[config.mk]
export PLATFORM = sky130hd
export DESIGN_NAME = sref_seq
export DESIGN_NICKNAME = d
export VERILOG_FILES = /design/src/rtl/sref_pkg.sv /design/src/rtl/sref_cnt.sv /design/src/rtl/sref_cmd_enc.sv /design/src/rtl/sref_fsm.sv /design/src/rtl/sref_seq.sv
export SDC_FILE = /design/constraint.sdc
export NUM_CORES = 1
export LEC_CHECK = 0
export BUFFER_PORTS_ARGS = -buffer_cell sky130_fd_sc_hd__buf_4
export CORE_MARGIN = 8
export CORE_UTILIZATION = 50
export CTS_CLUSTER_SIZE = 8
export DETAILED_ROUTE_END_ITERATION = 6
export PLACE_DENSITY_LB_ADDON = 0.2
export SLEW_MARGIN = 20
export SYNTH_ARGS = -nofsm -noshare
export SYNTH_HDL_FRONTEND = slang
export SYNTH_HIERARCHICAL = 1
export SYNTH_SLANG_ARGS = --single-unit
[constraint.sdc]
create_clock -name clk -period 2.1 [get_ports clk]
set_clock_uncertainty 0.1 [all_clocks]
set_input_delay 0.525 -clock clk [delete_from_list [all_inputs] [get_ports clk]]
set_output_delay 0.525 -clock clk [all_outputs]
set_load 0.05 [all_outputs]
[src/rtl/sref_pkg.sv]
package sref_pkg;

    typedef enum logic [2:0] {
        ST_AWAKE,
        ST_REF,
        ST_HOLD,
        ST_ASLEEP,
        ST_WAKE
    } sref_state_e;

    typedef enum logic [1:0] {
        CMD_NOP,
        CMD_DES,
        CMD_REF
    } sref_cmd_e;

    typedef struct packed {
        logic cs_n;
        logic ras_n;
        logic cas_n;
        logic we_n;
    } sref_pins_t;

    typedef struct packed {
        sref_state_e state;
        sref_cmd_e   cmd;
        logic        cke;
        logic        cmd_ok;
        logic        read_ok;
        logic        clk_free;
        logic        stab;
    } sref_regs_t;

endpackage

[src/rtl/sref_cnt.sv]
module sref_cnt #(
    parameter int MAX = 201,
    localparam int CW = $clog2(MAX + 1)
) (
    input  logic          clk,
    input  logic          rst_n,
    input  logic          start,
    output logic [CW-1:0] cnt
);
    localparam logic [CW-1:0] MAX_W = CW'(MAX);

    logic [CW-1:0] cnt_d, cnt_q;

    always_comb begin
        cnt_d = cnt_q;
        if (start)
            cnt_d = CW'(1);
        else if (cnt_q < MAX_W)
            cnt_d = cnt_q + CW'(1);
    end

    always_ff @(posedge clk or negedge rst_n) begin
        if (!rst_n)
            cnt_q <= '0;
        else
            cnt_q <= cnt_d;
    end

    assign cnt = cnt_q;

    // a restart always lands on one
    p_start_one_r8: assert property (@(posedge clk) disable iff (!rst_n)
        start |=> (cnt_q == CW'(1)));
endmodule

[src/rtl/sref_cmd_enc.sv]
module sref_cmd_enc
    import sref_pkg::*;
(
    input  sref_cmd_e  cmd,
    output sref_pins_t pins
);
    always_comb begin
        unique case (cmd)
            CMD_REF: pins = '{cs_n: 1'b0, ras_n: 1'b0, cas_n: 1'b0, we_n: 1'b1};
            CMD_DES: pins = '{cs_n: 1'b1, ras_n: 1'b1, cas_n: 1'b1, we_n: 1'b1};
            default: pins = '{cs_n: 1'b0, ras_n: 1'b1, cas_n: 1'b1, we_n: 1'b1};
        endcase
    end
endmodule

[src/rtl/sref_fsm.sv]
module sref_fsm
    import sref_pkg::*;
#(
    parameter int XSNR_CYC = 20,
    parameter int DLL_CYC  = 200,
    localparam int CW = $clog2(DLL_CYC + 2)
) (
    input  logic          clk,
    input  logic          rst_n,
    input  logic          enter_req,
    input  logic          exit_req,
    input  logic          clk_stable,
    input  logic          banks_idle,
    input  logic [CW-1:0] cnt,
    output logic          cnt_start,
    output sref_cmd_e     cmd,
    output logic          cke,
    output logic          cmd_ok,
    output logic          read_ok,
    output logic          clk_free
);
    localparam logic [CW-1:0] XSNR_W = CW'(XSNR_CYC);
    localparam logic [CW-1:0] DLL_W  = CW'(DLL_CYC);

    sref_regs_t r_d, r_q;

    always_comb begin
        r_d       = r_q;
        r_d.stab  = clk_stable;
        cnt_start = 1'b0;
        unique case (r_q.state)
            ST_AWAKE: begin
                if (enter_req && banks_idle) begin
                    r_d.state   = ST_REF;
                    r_d.cmd     = CMD_REF;
                    r_d.cke     = 1'b0;
                    r_d.cmd_ok  = 1'b0;
                    r_d.read_ok = 1'b0;
                end
            end
            ST_REF: begin
                r_d.state = ST_HOLD;
                r_d.cmd   = CMD_DES;
            end
            ST_HOLD: begin
                r_d.state    = ST_ASLEEP;
                r_d.clk_free = 1'b1;
            end
            ST_ASLEEP: begin
                if (exit_req && clk_stable && r_q.stab) begin
                    r_d.state    = ST_WAKE;
                    r_d.cmd      = CMD_NOP;
                    r_d.cke      = 1'b1;
                    r_d.clk_free = 1'b0;
                    cnt_start    = 1'b1;
                end
            end
            ST_WAKE: begin
                if (cnt >= XSNR_W)
                    r_d.cmd_ok = 1'b1;
                if (cnt >= DLL_W) begin
                    r_d.read_ok = 1'b1;
                    r_d.state   = ST_AWAKE;
                end
            end
            default: r_d.state = ST_AWAKE;
        endcase
    end

    always_ff @(posedge clk or negedge rst_n) begin
        if (!rst_n) begin
            r_q <= '{state: ST_AWAKE, cmd: CMD_NOP, cke: 1'b1, cmd_ok: 1'b1,
                     read_ok: 1'b1, clk_free: 1'b0, stab: 1'b0};
        end else begin
            r_q <= r_d;
        end
    end

    assign cmd      = r_q.cmd;
    assign cke      = r_q.cke;
    assign cmd_ok   = r_q.cmd_ok;
    assign read_ok  = r_q.read_ok;
    assign clk_free = r_q.clk_free;

    // busy banks block entry
    p_busy_blocks_r3: assert property (@(posedge clk) disable iff (!rst_n)
        (r_q.state == ST_AWAKE && !banks_idle) |=> (r_q.state == ST_AWAKE));
    // clock released only after the hold cycle
    p_free_after_hold_r4: assert property (@(posedge clk) disable iff (!rst_n)
        $rose(clk_free) |-> $past(r_q.state == ST_HOLD));
    // wake needs two stable samples
    p_wake_stable_r6: assert property (@(posedge clk) disable iff (!rst_n)
        $rose(cke) |-> ($past(clk_stable) && $past(r_q.stab)));
    // the general wait has not ended when cke rises
    p_cmd_wait_r8: assert property (@(posedge clk) disable iff (!rst_n)
        $rose(cke) |-> !cmd_ok);
endmodule

[src/rtl/sref_seq.sv]
module sref_seq #(
    parameter int XSNR_CYC = 20,
    parameter int DLL_CYC  = 200
) (
    input  logic clk,
    input  logic rst_n,
    input  logic enter_req,
    input  logic exit_req,
    input  logic clk_stable,
    input  logic banks_idle,
    output logic cke,
    output logic cs_n,
    output logic ras_n,
    output logic cas_n,
    output logic we_n,
    output logic cmd_ok,
    output logic read_ok,
    output logic clk_free
);
    import sref_pkg::*;

    localparam int CNT_MAX = DLL_CYC + 1;
    localparam int CW      = $clog2(CNT_MAX + 1);

    logic          cnt_start;
    logic [CW-1:0] cnt;
    sref_cmd_e     cmd;
    sref_pins_t    pins;

    sref_cnt #(.MAX(CNT_MAX)) cnt_i (
        .clk   (clk),
        .rst_n (rst_n),
        .start (cnt_start),
        .cnt   (cnt)
    );

    sref_fsm #(.XSNR_CYC(XSNR_CYC), .DLL_CYC(DLL_CYC)) fsm_i (
        .clk        (clk),
        .rst_n      (rst_n),
        .enter_req  (enter_req),
        .exit_req   (exit_req),
        .clk_stable (clk_stable),
        .banks_idle (banks_idle),
        .cnt        (cnt),
        .cnt_start  (cnt_start),
        .cmd        (cmd),
        .cke        (cke),
        .cmd_ok     (cmd_ok),
        .read_ok    (read_ok),
        .clk_free   (clk_free)
    );

    sref_cmd_enc enc_i (
        .cmd  (cmd),
        .pins (pins)
    );

    assign cs_n  = pins.cs_n;
    assign ras_n = pins.ras_n;
    assign cas_n = pins.cas_n;
    assign we_n  = pins.we_n;

    logic is_ref;
    assign is_ref = !cs_n && !ras_n && !cas_n && we_n;

    // refresh only with cke low, for one cycle
    p_ref_cke_low_r2: assert property (@(posedge clk) disable iff (!rst_n)
        is_ref |-> !cke);
    p_ref_single_r2: assert property (@(posedge clk) disable iff (!rst_n)
        is_ref |=> !is_ref);
    // asleep means deselected
    p_sleep_des_r5: assert property (@(posedge clk) disable iff (!rst_n)
        (!cke && !is_ref) |-> cs_n);
    // read permission implies command permission
    p_read_implies_cmd_r9: assert property (@(posedge clk) disable iff (!rst_n)
        read_ok |-> cmd_ok);
    // clock released only while cke is low
    p_free_cke_low_r4: assert property (@(posedge clk) disable iff (!rst_n)
        clk_free |-> !cke);
endmodule

# Yosys cells after proc, flatten, opt, wreduce, memory -nomap -nowiden
# Cells that the tools add are included.
# Widths: inputs -> output; s select.
[totals]
reg_bits = 18
output_inout_bits = 8
word_cells = 53
[op_classes]
addsub = 1
order_cmp = 3
n_eq_ne = 10
n_mux = 16
reduce_logical = 15
[ops]
columns = ["operator", "count"]
rows = [
  ["$mux 8", 3],
  ["$pmux 3 s5", 1],
  ["$reduce_and 3->1", 5],
  ["$add 8x1->8 const B", 1],
  ["$ge 8x5->1 const B", 1],
  ["$ge 8x8->1 const B", 1],
  ["$lt 8x8->1 const B", 1],
  ["$ne 2x1->1 const B", 4],
  ["$pmux 4 s2", 1],
  ["$reduce_bool 2->1", 4],
  ["$eq 3x2->1 const B", 2],
  ["$mux 6", 1],
  ["$pmux 2 s3", 1],
  ["$mux 1", 5],
  ["$pmux 1 s2", 2],
  ["$pmux 2 s2", 1],
  ["$eq 3x1->1 const B", 1],
  ["$eq 3x3->1 const B", 1],
  ["$logic_and 1x1->1", 3],
  ["$logic_not 3->1", 1],
  ["$mux 3", 1],
  ["$reduce_bool 3->1", 1],
  ["$eq 2x1->1 const B", 1],
  ["$eq 2x2->1 const B", 1],
  ["$reduce_and 2->1", 1],
]

# Longest topological paths before layout
[logic_depth]
ltp_word = 5
depth_mapped = 7
depth_no_buf = 6

# Hierarchy
# Netlist, hierarchy kept.
[modules_own_cells]
columns = ["module", "n_inst", "cells_per_inst", "area_per_inst_um2", "seq_area_each_um2"]
rows = [
  ["sref_fsm", 1, 49, 495.5, 254.0],
  ["sref_cnt", 1, 43, 436.7, 200.2],
  ["sref_cmd_enc", 1, 5, 33.8, 0.0],
]

# Least setup slack after synthesis
# Ideal clock, no wire load.
[synth_path]
path_type = "flip-flop to output port"
startpoint = "reg fsm_i.r_q, in the netlist fsm_i/cmd[0]"
endpoint = "out ras_n"
t_arrival_ps = 1219
required_time_ps = 1475
slack_ps = 256
path_stages_with_launch = 4
path_buffers = 2
cell_sequence = "dfrtp_1 -> buf_4 -> nand2b_1 -> buf_4"
[synth_via]
elab_chain_len = 2
word_cells_on_any_way = 3
[synth_rtl]
columns = ["item", "line_no", "rtl"]
rows = [
  ["start: declaration", "sref_fsm.sv:25", "sref_regs_t r_d, r_q;"],
  ["start signal: assignment", "sref_fsm.sv:72", "r_q <= '{state: ST_AWAKE, cmd: CMD_NOP, cke: 1'b1, cmd_ok: 1'b1,"],
  ["start signal: assignment", "sref_fsm.sv:75", "r_q <= r_d;"],
  ["$eq 2x1->1 / $eq 2x2->1 (equally long branches)", "sref_cmd_enc.sv:8", "unique case (cmd)"],
  ["$pmux 4 s2 *", "sref_cmd_enc.sv:8", ""],
  ["end: declaration", "sref_seq.sv:13", "output logic ras_n,"],
]
# Mark *: on every way between the ends. The rest lies on a longest branch, timed or not.

# Worst setup path in the final report
[layout_path]
startpoint = "reg fsm_i.r_q, in the netlist fsm_i/cmd[0]"
endpoint = "out cas_n"
[layout_via]
elab_chain_len = 2
word_cells_on_any_way = 3
[layout_rtl]
columns = ["item", "line_no", "rtl"]
rows = [
  ["$eq 2x1->1 / $eq 2x2->1 (equally long branches)", "sref_cmd_enc.sv:8", ""],
  ["$pmux 4 s2 *", "sref_cmd_enc.sv:8", ""],
  ["end: declaration", "sref_seq.sv:14", "output logic cas_n,"],
]
# Marked as above.

==> results.yml <==
clock_tree:
  cts_hold_buffers: 1
  htreeDepth: 1
  cts_buffers: 3
  clock_path_buffers: 2
  cts_sinks: 18
  path_clk_slew_ns: 0.10
  cts_resized: 0
  cts_tree: "done"
  cts_root_buf: "clkbuf_4"
  post_cts_buffers: 0
  clk_latency_ns: 0.29
setup_path:
  start_kind: "register"
  worstPathMaxFanout: 5
  reg2reg_from: "cnt_i/cnt[1]$_DFFE_PN0P_"
  worstPathRequired_ns: 1.47
  arrival_ns: 1.07
  rr_worst_depth: 6
  worstSetupStartpoint: "fsm_i/cmd[0]$_DFFE_PN0P_"
  critical_path_class: "reg2out"
  end_kind: "primary output"
detailed_routing:
  drt-pass1-iter-count: 4
  wl_per_cell_um: 13.6
  routed_wl_um: 1830
  vias: 742
  drc_errors: 0
  viasPerCell: 5.50
  first_iter_violations: 9
  drtAntennaViolNets: 0
place:
  io_buffer_count: 12
  dpl-instance-area_um2: 1050
  hpwl_um: 1330
  routabilityCongestion: 0.803
sta:
  slew_viol_final: 0
  rsz0062_at_grt: "false"
  period_share_pct: 80.7
  setup_viol: 0
  hold_viol: 0
  setup_tns_ns: 0
  timing.fmax_ghz: 0.590
  fin_crit_ns: 1.70
synthesis:
  yosysWarnings: 6
  ys.flop_type: "dfrtp_1"
  post_synth.cell_area_avg_um2: 9.96
  syn-num-nets: 105
  synthDistinctLibCells: 39
  synth-async-reset-ratio_pct: 100
  synth_area_um2: 966
  syn-instance-count: 97
  synth_edf_count: 0
  ys_ff_latch: 18
  seq_area_frac_synth_pct: 47.0
die:
  die_area_um2: 3590
  chipHeight_um: 60.0
  pin_count: 14
  die_w_um: 60.0
  coreArea_um2: 1880
  rows: 16
  initial_core_util_pct: 51.3
power_and_ir_drop:
  p_leak_nw: 0.478
  power.density_nw_per_um2: 1490
  ir_worst_vdd_mv: 0.952
  cell_internal_pwr_uw: 886
  clockPowerShare_pct: 10.9
  p_seq_share_pct: 42.3
  netSwitchingFraction_pct: 45.1
  combPwrFrac_pct: 46.8
  switchingPower_uw: 727
grt:
  grt_max_degree: 19
  grt_pass1_wl_um: 3200
  grt_util_all_layers_pct: 11.7
  grt_pass1_vias: 759
  overflow: 0
  antenna_found_initial: 0
finish:
  nNetsFinal: 117
  fillers: 182
  n_antenna_cell: 0
  multi_input_area_um2: 439
  design_area_um2: 1080
  most-common-layout-cells: "15 x dfrtp_1, 14 x buf_4, 9 x nor2_1, 5 x o21ai_0"
  layout-drive-gt1-share_pct: 23.1
  layout_commonest_cell: "dfrtp_1"
  area_growth_pct: 12.2
  regArea_um2: 454
min_path:
  hold_start: "clk_stable"
  worstHoldPathCells: 1
  hold_class: "in2reg"
flow_run:
  drv_cap: 0
run_status:
  status: "finished clean"
[flip-flops by register name, summed over array words and instances (netlist names)]
name,cells
fsm_i/r_q,4
cnt_i/cnt,8
fsm_i/cmd,2
fsm_i/clk_free,1
fsm_i/cke,1
fsm_i/read_ok,1
fsm_i/cmd_ok,1
[worst paths after layout]
| kind | end | slack [ns] |
|---|---|---|
| worst max register to register | cnt_i/cnt[2]$_DFFE_PN0P_ | 0.44 |
| min in group asynchronous | fsm_i/clk_free$_DFFE_PN0P_ | 0.54 |
| max in group asynchronous | fsm_i/read_ok$_DFFE_PN1P_ | 1.09 |
| worst min-delay path | fsm_i/r_q[0]$_DFF_PN0_ | 0.26 |
| worst max-delay path | cas_n | 0.40 |
| worst min register to register | fsm_i/cke$_DFFE_PN1P_ | 0.38 |
[critical path: stages, from the launching register on]
cell and delay (ns):
dfrtp_1 0.43, nand2b_1 0.17, buf_4 0.19
[cell type report]
cell class              count  area share [%]
inverters                   4            1.39
clock buffers               4            2.42
flip-flops and latches     18            41.9
multi-input cells          67            40.5
well taps                  27            3.12
repair buffers             15            10.6
[cell usage after synthesis (2+ instances only)]
cell,count,area (µm²)
o21ai_1,3,15.0
xor2_1,2,17.5
nand4_1,2,12.5
nand2b_1,3,18.8
nor3_1,2,10.0
and3_1,2,12.5
dfstp_2,3,78.8
nor2_1,9,33.8
nand2_1,4,15.0
nor2b_1,2,12.5
buf_4,5,37.5
a2bb2oi_1,2,17.5
inv_1,4,15.0
o41ai_1,4,35.0
o21ai_0,5,25.0
nand3_1,2,10.0
ha_1,2,25.0
a21oi_1,4,20.0
dfrtp_1,15,375
a31oi_1,3,18.8
[cell families (layout without fill, tap and decap cells)]
group,after synthesis,after routing,synth area share (%)
muxes,1,1,1.55
other,1,1,0.388
and+or+nand+nor,31,31,17.5
AOI/OAI and AO/OA,30,30,21.6
xor gates and xnor gates,2,2,1.81
adders and majority gates,2,2,2.59
buffers and inverters,12,23,7.51
DFF,18,18,47.0
[power groups by stage]
stage	Combinational [mW]	Clock [mW]	Sequential (mW)
floorplan	0.539	0	0.752
global placement	0.745	0	0.688
detailed placement	0.756	0	0.689
CTS	0.760	0.184	0.683
global route	0.828	0.202	0.713
finish	0.755	0.176	0.683
[layer usage]
layer | vias up | global-route usage, % | part of all wire, %
met5 | - | 0 | 0
met4 | 0 | 5.10 | 0.55
met3 | 2 | 3.66 | 3.9
met2 | 6 | 20.6 | 52
met1 | 360 | 12.4 | 43
li1 | 374 | - | -
[through the flow]
| stage | total power, mW | hold WS (ns) | utilization [%] | setup slack, ns | instances |
|---|---|---|---|---|---|
| after floorplan | 1.29 | 0.129 | - | 0.256 | 97 |
| after global placement | 1.43 | 0.309 | 55.7 | 0.426 | 130 |
| after detailed placement | 1.44 | 0.308 | 55.7 | 0.387 | 130 |
| after CTS | 1.63 | 0.249 | 57.6 | 0.389 | 135 |
| after global routing | 1.74 | 0.228 | 57.6 | 0.278 | 135 |
| final | 1.61 | 0.261 | 57.6 | 0.405 | 135 |
Power figures use the tool's default switching activity.
